===== src/rtl/sar_pkg.sv =====
package sar_pkg;
  parameter int unsigned SAR_MAX_BITS = 10;
  localparam int unsigned SAR_IDX_W = $clog2(SAR_MAX_BITS);

  typedef struct packed {
    logic                 initConv;
    logic                 setTrial;
    logic [SAR_IDX_W-1:0] trialIdx;
    logic                 decide;
    logic [SAR_IDX_W-1:0] decIdx;
    logic                 commit;
  } sarStrobe_t;
endpackage


===== src/rtl/sar_clkdiv.sv =====
module sar_clkdiv #(
  parameter int unsigned DIV_W = 4
) (
  input  logic       clk,
  input  logic       rstN,
  input  logic       restart,
  input  logic       run,
  input  logic [2:0] divSel,
  output logic       tick
);
  logic [DIV_W-1:0] cnt;
  logic [DIV_W-1:0] ratioLat;

  function automatic logic [DIV_W-1:0] divRatio(input logic [2:0] sel);
    case (sel)
      3'd0:    return DIV_W'(1);
      3'd1:    return DIV_W'(2);
      3'd2:    return DIV_W'(3);
      3'd3:    return DIV_W'(4);
      3'd4:    return DIV_W'(6);
      default: return DIV_W'(12);
    endcase
  endfunction

  assign tick = run && (cnt == ratioLat - DIV_W'(1));

  always_ff @(posedge clk or negedge rstN) begin
    if (!rstN) begin
      cnt      <= '0;
      ratioLat <= DIV_W'(1);
    end else if (restart) begin
      cnt      <= '0;
      ratioLat <= divRatio(divSel);
    end else if (run) begin
      cnt <= tick ? '0 : cnt + DIV_W'(1);
    end
  end
endmodule


===== src/rtl/sar_ctrl.sv =====
module sar_ctrl
  import sar_pkg::*;
#(
  parameter int unsigned RES_HI   = 10,
  parameter int unsigned RES_LO   = 8,
  parameter int unsigned CH_W     = 3,
  parameter int unsigned T_LO_RAW = 49,
  parameter int unsigned T_HI_RAW = 59,
  parameter int unsigned T_LO_SH  = 28,
  parameter int unsigned T_HI_SH  = 33
) (
  input  logic            clk,
  input  logic            rstN,
  input  logic            start,
  input  logic            refConnect,
  input  logic            res10,
  input  logic            shEn,
  input  logic            repeatMode,
  input  logic [CH_W-1:0] chanSel,
  input  logic            tick,
  output sarStrobe_t      strb,
  output logic [CH_W-1:0] chanLat,
  output logic            restart,
  output logic            busy,
  output logic            done,
  output logic            sampleOn
);
  localparam int unsigned CNT_W = $clog2(T_LO_RAW + T_HI_RAW + T_LO_SH + T_HI_SH);

  typedef enum logic [1:0] {IDLE, SAMPLE, CONVERT} ctrlState_t;

  ctrlState_t           state;
  logic [CNT_W-1:0]     cnt;
  logic [SAR_IDX_W-1:0] bitIdx;
  logic                 resLat;
  logic                 shLat;
  logic                 accept;
  logic                 convEnd;

  function automatic logic [CNT_W-1:0] sampLoad(input logic hi, input logic sh);
    int t;
    if (sh) t = hi ? int'(T_HI_SH) : int'(T_LO_SH);
    else    t = hi ? int'(T_HI_RAW) : int'(T_LO_RAW);
    t = t - (hi ? int'(RES_HI) : int'(RES_LO)) - 1;
    return CNT_W'(t);
  endfunction

  function automatic logic [SAR_IDX_W-1:0] msbIdx(input logic hi);
    return hi ? SAR_IDX_W'(RES_HI - 1) : SAR_IDX_W'(RES_LO - 1);
  endfunction

  assign accept  = start && refConnect && (state == IDLE);
  assign convEnd = (state == CONVERT) && tick && (bitIdx == '0);

  always_comb begin
    strb          = '0;
    strb.initConv = accept || (convEnd && repeatMode);
    strb.decide   = (state == CONVERT) && tick;
    strb.decIdx   = bitIdx;
    strb.commit   = convEnd;
    if (state == SAMPLE) begin
      strb.setTrial = tick && (cnt == '0);
      strb.trialIdx = msbIdx(resLat);
    end else if (state == CONVERT) begin
      strb.setTrial = tick && (bitIdx != '0);
      strb.trialIdx = bitIdx - SAR_IDX_W'(1);
    end
  end

  assign restart  = accept;
  assign busy     = (state != IDLE);
  assign sampleOn = (state == SAMPLE) && shLat;

  always_ff @(posedge clk or negedge rstN) begin
    if (!rstN) begin
      state   <= IDLE;
      cnt     <= '0;
      bitIdx  <= '0;
      resLat  <= 1'b0;
      shLat   <= 1'b0;
      chanLat <= '0;
      done    <= 1'b0;
    end else begin
      done <= convEnd;
      case (state)
        IDLE: if (accept) begin
          state   <= SAMPLE;
          cnt     <= sampLoad(res10, shEn);
          resLat  <= res10;
          shLat   <= shEn;
          chanLat <= chanSel;
        end
        SAMPLE: if (tick) begin
          if (cnt == '0) begin
            state  <= CONVERT;
            bitIdx <= msbIdx(resLat);
          end else begin
            cnt <= cnt - CNT_W'(1);
          end
        end
        CONVERT: if (tick) begin
          if (bitIdx == '0) begin
            if (repeatMode) begin
              state <= SAMPLE;
              cnt   <= sampLoad(resLat, shLat);
            end else begin
              state <= IDLE;
            end
          end else begin
            bitIdx <= bitIdx - SAR_IDX_W'(1);
          end
        end
        default: state <= IDLE;
      endcase
    end
  end
endmodule


===== src/rtl/sar_datapath.sv =====
module sar_datapath
  import sar_pkg::*;
#(
  parameter int unsigned RES_HI   = 10,
  parameter int unsigned NUM_CHAN = 8,
  parameter int unsigned CH_W     = 3
) (
  input  logic              clk,
  input  logic              rstN,
  input  sarStrobe_t        strb,
  input  logic              compIn,
  input  logic [CH_W-1:0]   chanLat,
  input  logic [CH_W-1:0]   readSel,
  output logic [RES_HI-1:0] dacCode,
  output logic [RES_HI-1:0] readData
);
  logic [RES_HI-1:0] sar;
  logic [RES_HI-1:0] decided;
  logic [RES_HI-1:0] sarNext;
  logic [RES_HI-1:0] resultQ [NUM_CHAN];

  always_comb begin
    decided = sar;
    if (strb.decide) decided[strb.decIdx] = compIn;
    sarNext = decided;
    if (strb.setTrial) sarNext[strb.trialIdx] = 1'b1;
    if (strb.initConv) sarNext = '0;
  end

  always_ff @(posedge clk or negedge rstN) begin
    if (!rstN) sar <= '0;
    else       sar <= sarNext;
  end

  for (genvar g = 0; g < NUM_CHAN; g++) begin : gResult
    always_ff @(posedge clk or negedge rstN) begin
      if (!rstN)
        resultQ[g] <= '0;
      else if (strb.commit && (chanLat == CH_W'(g)))
        resultQ[g] <= decided;
    end
  end

  assign dacCode  = sar;
  assign readData = resultQ[readSel];
endmodule


===== src/rtl/sar_adc_ctrl.sv =====
module sar_adc_ctrl
  import sar_pkg::*;
#(
  parameter int unsigned RES_HI   = SAR_MAX_BITS,
  parameter int unsigned RES_LO   = 8,
  parameter int unsigned NUM_CHAN = 8,
  parameter int unsigned DIV_W    = 4,
  parameter int unsigned T_LO_RAW = 49,
  parameter int unsigned T_HI_RAW = 59,
  parameter int unsigned T_LO_SH  = 28,
  parameter int unsigned T_HI_SH  = 33,
  localparam int unsigned CH_W    = $clog2(NUM_CHAN)
) (
  input  logic              clk,
  input  logic              rstN,
  input  logic              start,
  input  logic              refConnect,
  input  logic              res10,
  input  logic              shEn,
  input  logic              repeatMode,
  input  logic [CH_W-1:0]   chanSel,
  input  logic [2:0]        divSel,
  input  logic              compIn,
  input  logic [CH_W-1:0]   readSel,
  output logic [RES_HI-1:0] dacCode,
  output logic              sampleOn,
  output logic              busy,
  output logic              done,
  output logic [RES_HI-1:0] readData
);
  sarStrobe_t      strb;
  logic            tick;
  logic            restart;
  logic [CH_W-1:0] chanLat;

  sar_clkdiv #(.DIV_W(DIV_W)) uDiv (
    .clk(clk), .rstN(rstN), .restart(restart), .run(busy),
    .divSel(divSel), .tick(tick)
  );

  sar_ctrl #(
    .RES_HI(RES_HI), .RES_LO(RES_LO), .CH_W(CH_W),
    .T_LO_RAW(T_LO_RAW), .T_HI_RAW(T_HI_RAW), .T_LO_SH(T_LO_SH), .T_HI_SH(T_HI_SH)
  ) uCtrl (
    .clk(clk), .rstN(rstN), .start(start), .refConnect(refConnect),
    .res10(res10), .shEn(shEn), .repeatMode(repeatMode), .chanSel(chanSel),
    .tick(tick), .strb(strb), .chanLat(chanLat), .restart(restart),
    .busy(busy), .done(done), .sampleOn(sampleOn)
  );

  sar_datapath #(.RES_HI(RES_HI), .NUM_CHAN(NUM_CHAN), .CH_W(CH_W)) uPath (
    .clk(clk), .rstN(rstN), .strb(strb), .compIn(compIn), .chanLat(chanLat),
    .readSel(readSel), .dacCode(dacCode), .readData(readData)
  );
endmodule


===== config.mk =====
export PLATFORM = sky130hd
export DESIGN_NAME = sar_adc_ctrl
export DESIGN_NICKNAME = d
export VERILOG_FILES = /design/src/rtl/sar_pkg.sv /design/src/rtl/sar_clkdiv.sv /design/src/rtl/sar_ctrl.sv /design/src/rtl/sar_datapath.sv /design/src/rtl/sar_adc_ctrl.sv
export SDC_FILE = /design/constraint.sdc
export NUM_CORES = 1
export LEC_CHECK = 0
export BUFFER_PORTS_ARGS = -buffer_cell sky130_fd_sc_hd__buf_2
export CAP_MARGIN = 30
export CORE_MARGIN = 2
export CORE_UTILIZATION = 55
export DETAILED_ROUTE_END_ITERATION = 6
export PLACE_DENSITY_LB_ADDON = 0.05
export SLEW_MARGIN = 10
export SYNTH_ARGS = -nofsm -noshare
export SYNTH_HDL_FRONTEND = slang
export SYNTH_SLANG_ARGS = --single-unit

===== constraint.sdc =====
create_clock -name clk -period 5.9 [get_ports clk]
set_clock_uncertainty 0.1 [all_clocks]
set_input_delay 0.59 -clock clk [delete_from_list [all_inputs] [get_ports clk]]
set_output_delay 0.59 -clock clk [all_outputs]
set_load 0.02 [all_outputs]

==> run metrics <==
status=finished, final reports clean; dominant cells by area after synthesis=dfrtp_1 43%, o21ai_2 7.9%, mux4_2 6.7%, nand2_1 4.9%, ha_1 4.4%; PortBufs=39; postcts setup bufs=0; Seq/Total Area, Yosys=43.75%; leading area contributor after synthesis=dfrtp_1; Die ar.=13180 sq um; overall power=approximately 0.0030 W; Mapped Nets=656; r2r worst-path depth=7; crit path launch type=flop; setup repair after global routing missed its margin=no; clock share of power=33.1%; Fillers=996; clk buf depth=2; RR Startpoint=uCtrl.state[0]; n_diodes=0; Cell variety after synth=72; Synth Warn #=0; Die X=114.8 um; placed cell area=7008 sq um; DRC errors left=0; crit-path max FO=26; MaxCap Viol Count=0; TritonCTS Buffers=17; CTS Root Cell=clkbuf_16; DIE HEIGHT=114.8 um; clk slew on worst S/H paths=0.06 ns; Setup TNS=0 ns; initial core utilization=a little under three fifths; minimum clock period=3.151 ns; Seq cells post-synth=118; combinational cell fraction of total power=32.4%; Slew HR=44.86%; synthesized area=6751 sq um; post-route cell area=7590 sq um; Final Hold Viols=0; DR pass1 iterations=5; Pleak=roughly 3.2 nW; GRT Total Usage=between 20% and 30%; CTS tree=yes; critical path capture point type=flop; maximum vdd drop=401.3 uV; Clk Latency, worst-skew pair=0.42 ns; io pins=40; gr ovfl total=0; required time of the critical path=6.08 ns; Post-CTS Resized=0; PwrDens=390.2 nW/um^2; largest net degree at the start of global routing=50; core area=12010 sq um; Setup Crit Path Kind=flop to flop; Flop pwr share=around a third; routability cong.=0.8058; cell family with most CP delay=simple AND/OR/NAND/NOR gates; cells along the critical path=inv_1, ha_1, nand2b_1, nor3b_2, nand4_1, mux2i_4, o21ai_0; multi-input logic area=3532 sq um; antenna violations before repair=0; drt via density=6.146; most frequent cells in the layout=117 x dfrtp_1, 89 x nand2_1, 61 x o21ai_2, 38 x buf_2, 28 x a21oi_1; share of layout cells above drive strength 1=about 31%; Wirelength per Cell=20.78 um; EDFF count, synth=0; Final period util=53.41%; RR Endpoint=uPath.resultQ[75]; post-DP HPWL=11330 um; worst hold slack=0.009600 ns; Sink Count=118; first-pass GRT wire length=26800 um; post-synth top area share=43.37%; Slew Viols, Final=0; Synth Flop Type=dfrtp_1; Synth Instances=approximately 620; Internal Dissipation=0.001879 W; slowest CP cell=ha_1; critical path's largest stage delay=0.70 ns; Starting DRT DRC Count=358; Core Rows=40; via count=4954; Avg Cell Area, Syn=10.98 sq um; WP buf/inv=1; vias in the first global route=5022; Area Growth Syn to Fin=12.42%; Max H-tree Level=4; worst slack, placed=approximately 2.8 ns; Synth async-reset ratio=100.0%; Final #Nets=a little under 700; Register Area=approximately 3000 sq um; launch point of the worst path=uCtrl.state[0]; cts hold-fix bufs=0; Hold Crit Class=input port to asynchronous set/reset pin; highest clock rate=317.3 MHz; wirelength, routed=16750 um; internal reg-to-reg setup slack=2.75 ns; setup slack after layout=2.749 ns; ANT nets after route=0; Final Setup Violations=0; most common cell after layout, fill and taps aside=dfrtp_1; Net Switching=0.001083 W; measured slew at the worst slew-check pin=between 0.8 and 0.9 ns; Sw Ratio=36.55%; Worst EP arrival=3.33 ns
worst register-to-register path: stages, from the launching register on:
cell	delay [ns]
dfrtp_1	0.40
inv_1	0.09
ha_1	0.70
nand2b_1	0.37
nor3b_2	0.47
nand4_1	0.29
mux2i_4	0.44
o21ai_0	0.15
layer usage:
metal / vias to the layer above / routed length, um / global-route usage (%)
met5: - / 0 / 0
met4: 0 / 392 / 9.558
met3: 35 / 1045 / 6.800
met2: 171 / 8535 / 46.31
met1: 2457 / 6773 / 34.33
li1: 2291 / - / -
power groups by stage:
stage / combinational [W] / sequential (W) / clock [W]
detailed placement: 0.000928 / 0.00104 / 0
CTS: 0.000938 / 0.00102 / 0.000992
finish: 0.000959 / 0.00102 / 0.000980
global route: 0.00106 / 0.00104 / 0.00103
floorplan: 0.000805 / 0.000990 / 0
global placement: 0.000909 / 0.00103 / 0
final cells by class:
cell class | count | share of cell area [%]
multi-input cells | 440 | 46.54
flip-flops and latches | 118 | 38.92
clock buffers | 20 | 6.149
repair buffers | 43 | 3.314
well taps | 147 | 2.423
clock inverters | 12 | 1.368
inverters | 26 | 1.286
synthesized netlist by cell type, types with 2 or more instances:
cell	instances
dfrtp_1	117
nand2_1	89
o21ai_2	61
a21oi_1	28
inv_1	25
o21ai_0	25
ha_1	24
nor2_1	23
mux4_2	20
nand3_1	18
nand4_1	17
mux2_2	15
clkbuf_1	14
mux2i_4	10
buf_4	8
nor3_1	8
xor2_1	7
or3_1	6
nand2b_1	5
nor2b_1	5
nor4_1	5
buf_2	4
nor3b_1	4
o31ai_1	4
a221oi_1	3
a22o_1	3
buf_6	3
mux2_1	3
mux2i_1	3
o21a_1	3
o21ai_1	3
a21oi_2	2
a221o_1	2
a2bb2oi_1	2
a31oi_1	2
and2_1	2
buf_1	2
mux2_4	2
nand3b_1	2
nor4_2	2
xnor2_1	2
xnor2_2	2
logic make-up after synthesis:
| logic type | after synthesis | share of synthesized area [%] |
|---|---|---|
| muxes | 53 | 13.90 |
| adders and majority gates | 24 | 4.448 |
| xor gates and xnor gates | 13 | 2.224 |
| DFF | 118 | 43.75 |
| buffers and inverters | 57 | 4.021 |
| and+or+nand+nor | 199 | 15.20 |
| AOI/OAI and AO/OA | 151 | 16.46 |
state kept, by name, indices dropped and copies added (netlist names):
name	cells
uCtrl.shLat	1
uCtrl.chanLat	3
uCtrl.cnt	8
uPath.resultQ	80
uDiv.cnt	4
uPath.dacCode	10
uCtrl.resLat	1
uCtrl.bitIdx	4
uDiv.ratioLat	4
uCtrl.state	2
uCtrl.done	1
worst max-delay path by stage:
| stage | endpoint | slack [ns] | cells after the start |
|---|---|---|---|
| 3_5_place_dp | uPath.resultQ[75] | 2.75 | 7 |
| 5_1_grt | uPath.resultQ[75] | 2.52 | 7 |
| 4_1_cts | uPath.resultQ[75] | 2.71 | 7 |
| 2_1_floorplan | readData[0] | 3.22 | 3 |
| 3_3_place_gp | uPath.resultQ[75] | 2.77 | 7 |
| 6_report | uPath.resultQ[75] | 2.75 | 7 |
stage by stage:
step / utilization [%] / std cells
after CTS: 63.09 / 805
after global routing: 63.19 / 806
final: 63.19 / 806
after detailed placement: 58.34 / 773
after global placement: 58.11 / 772
after floorplan: - / 615
Note: power is estimated with default switching activity, not from simulation.
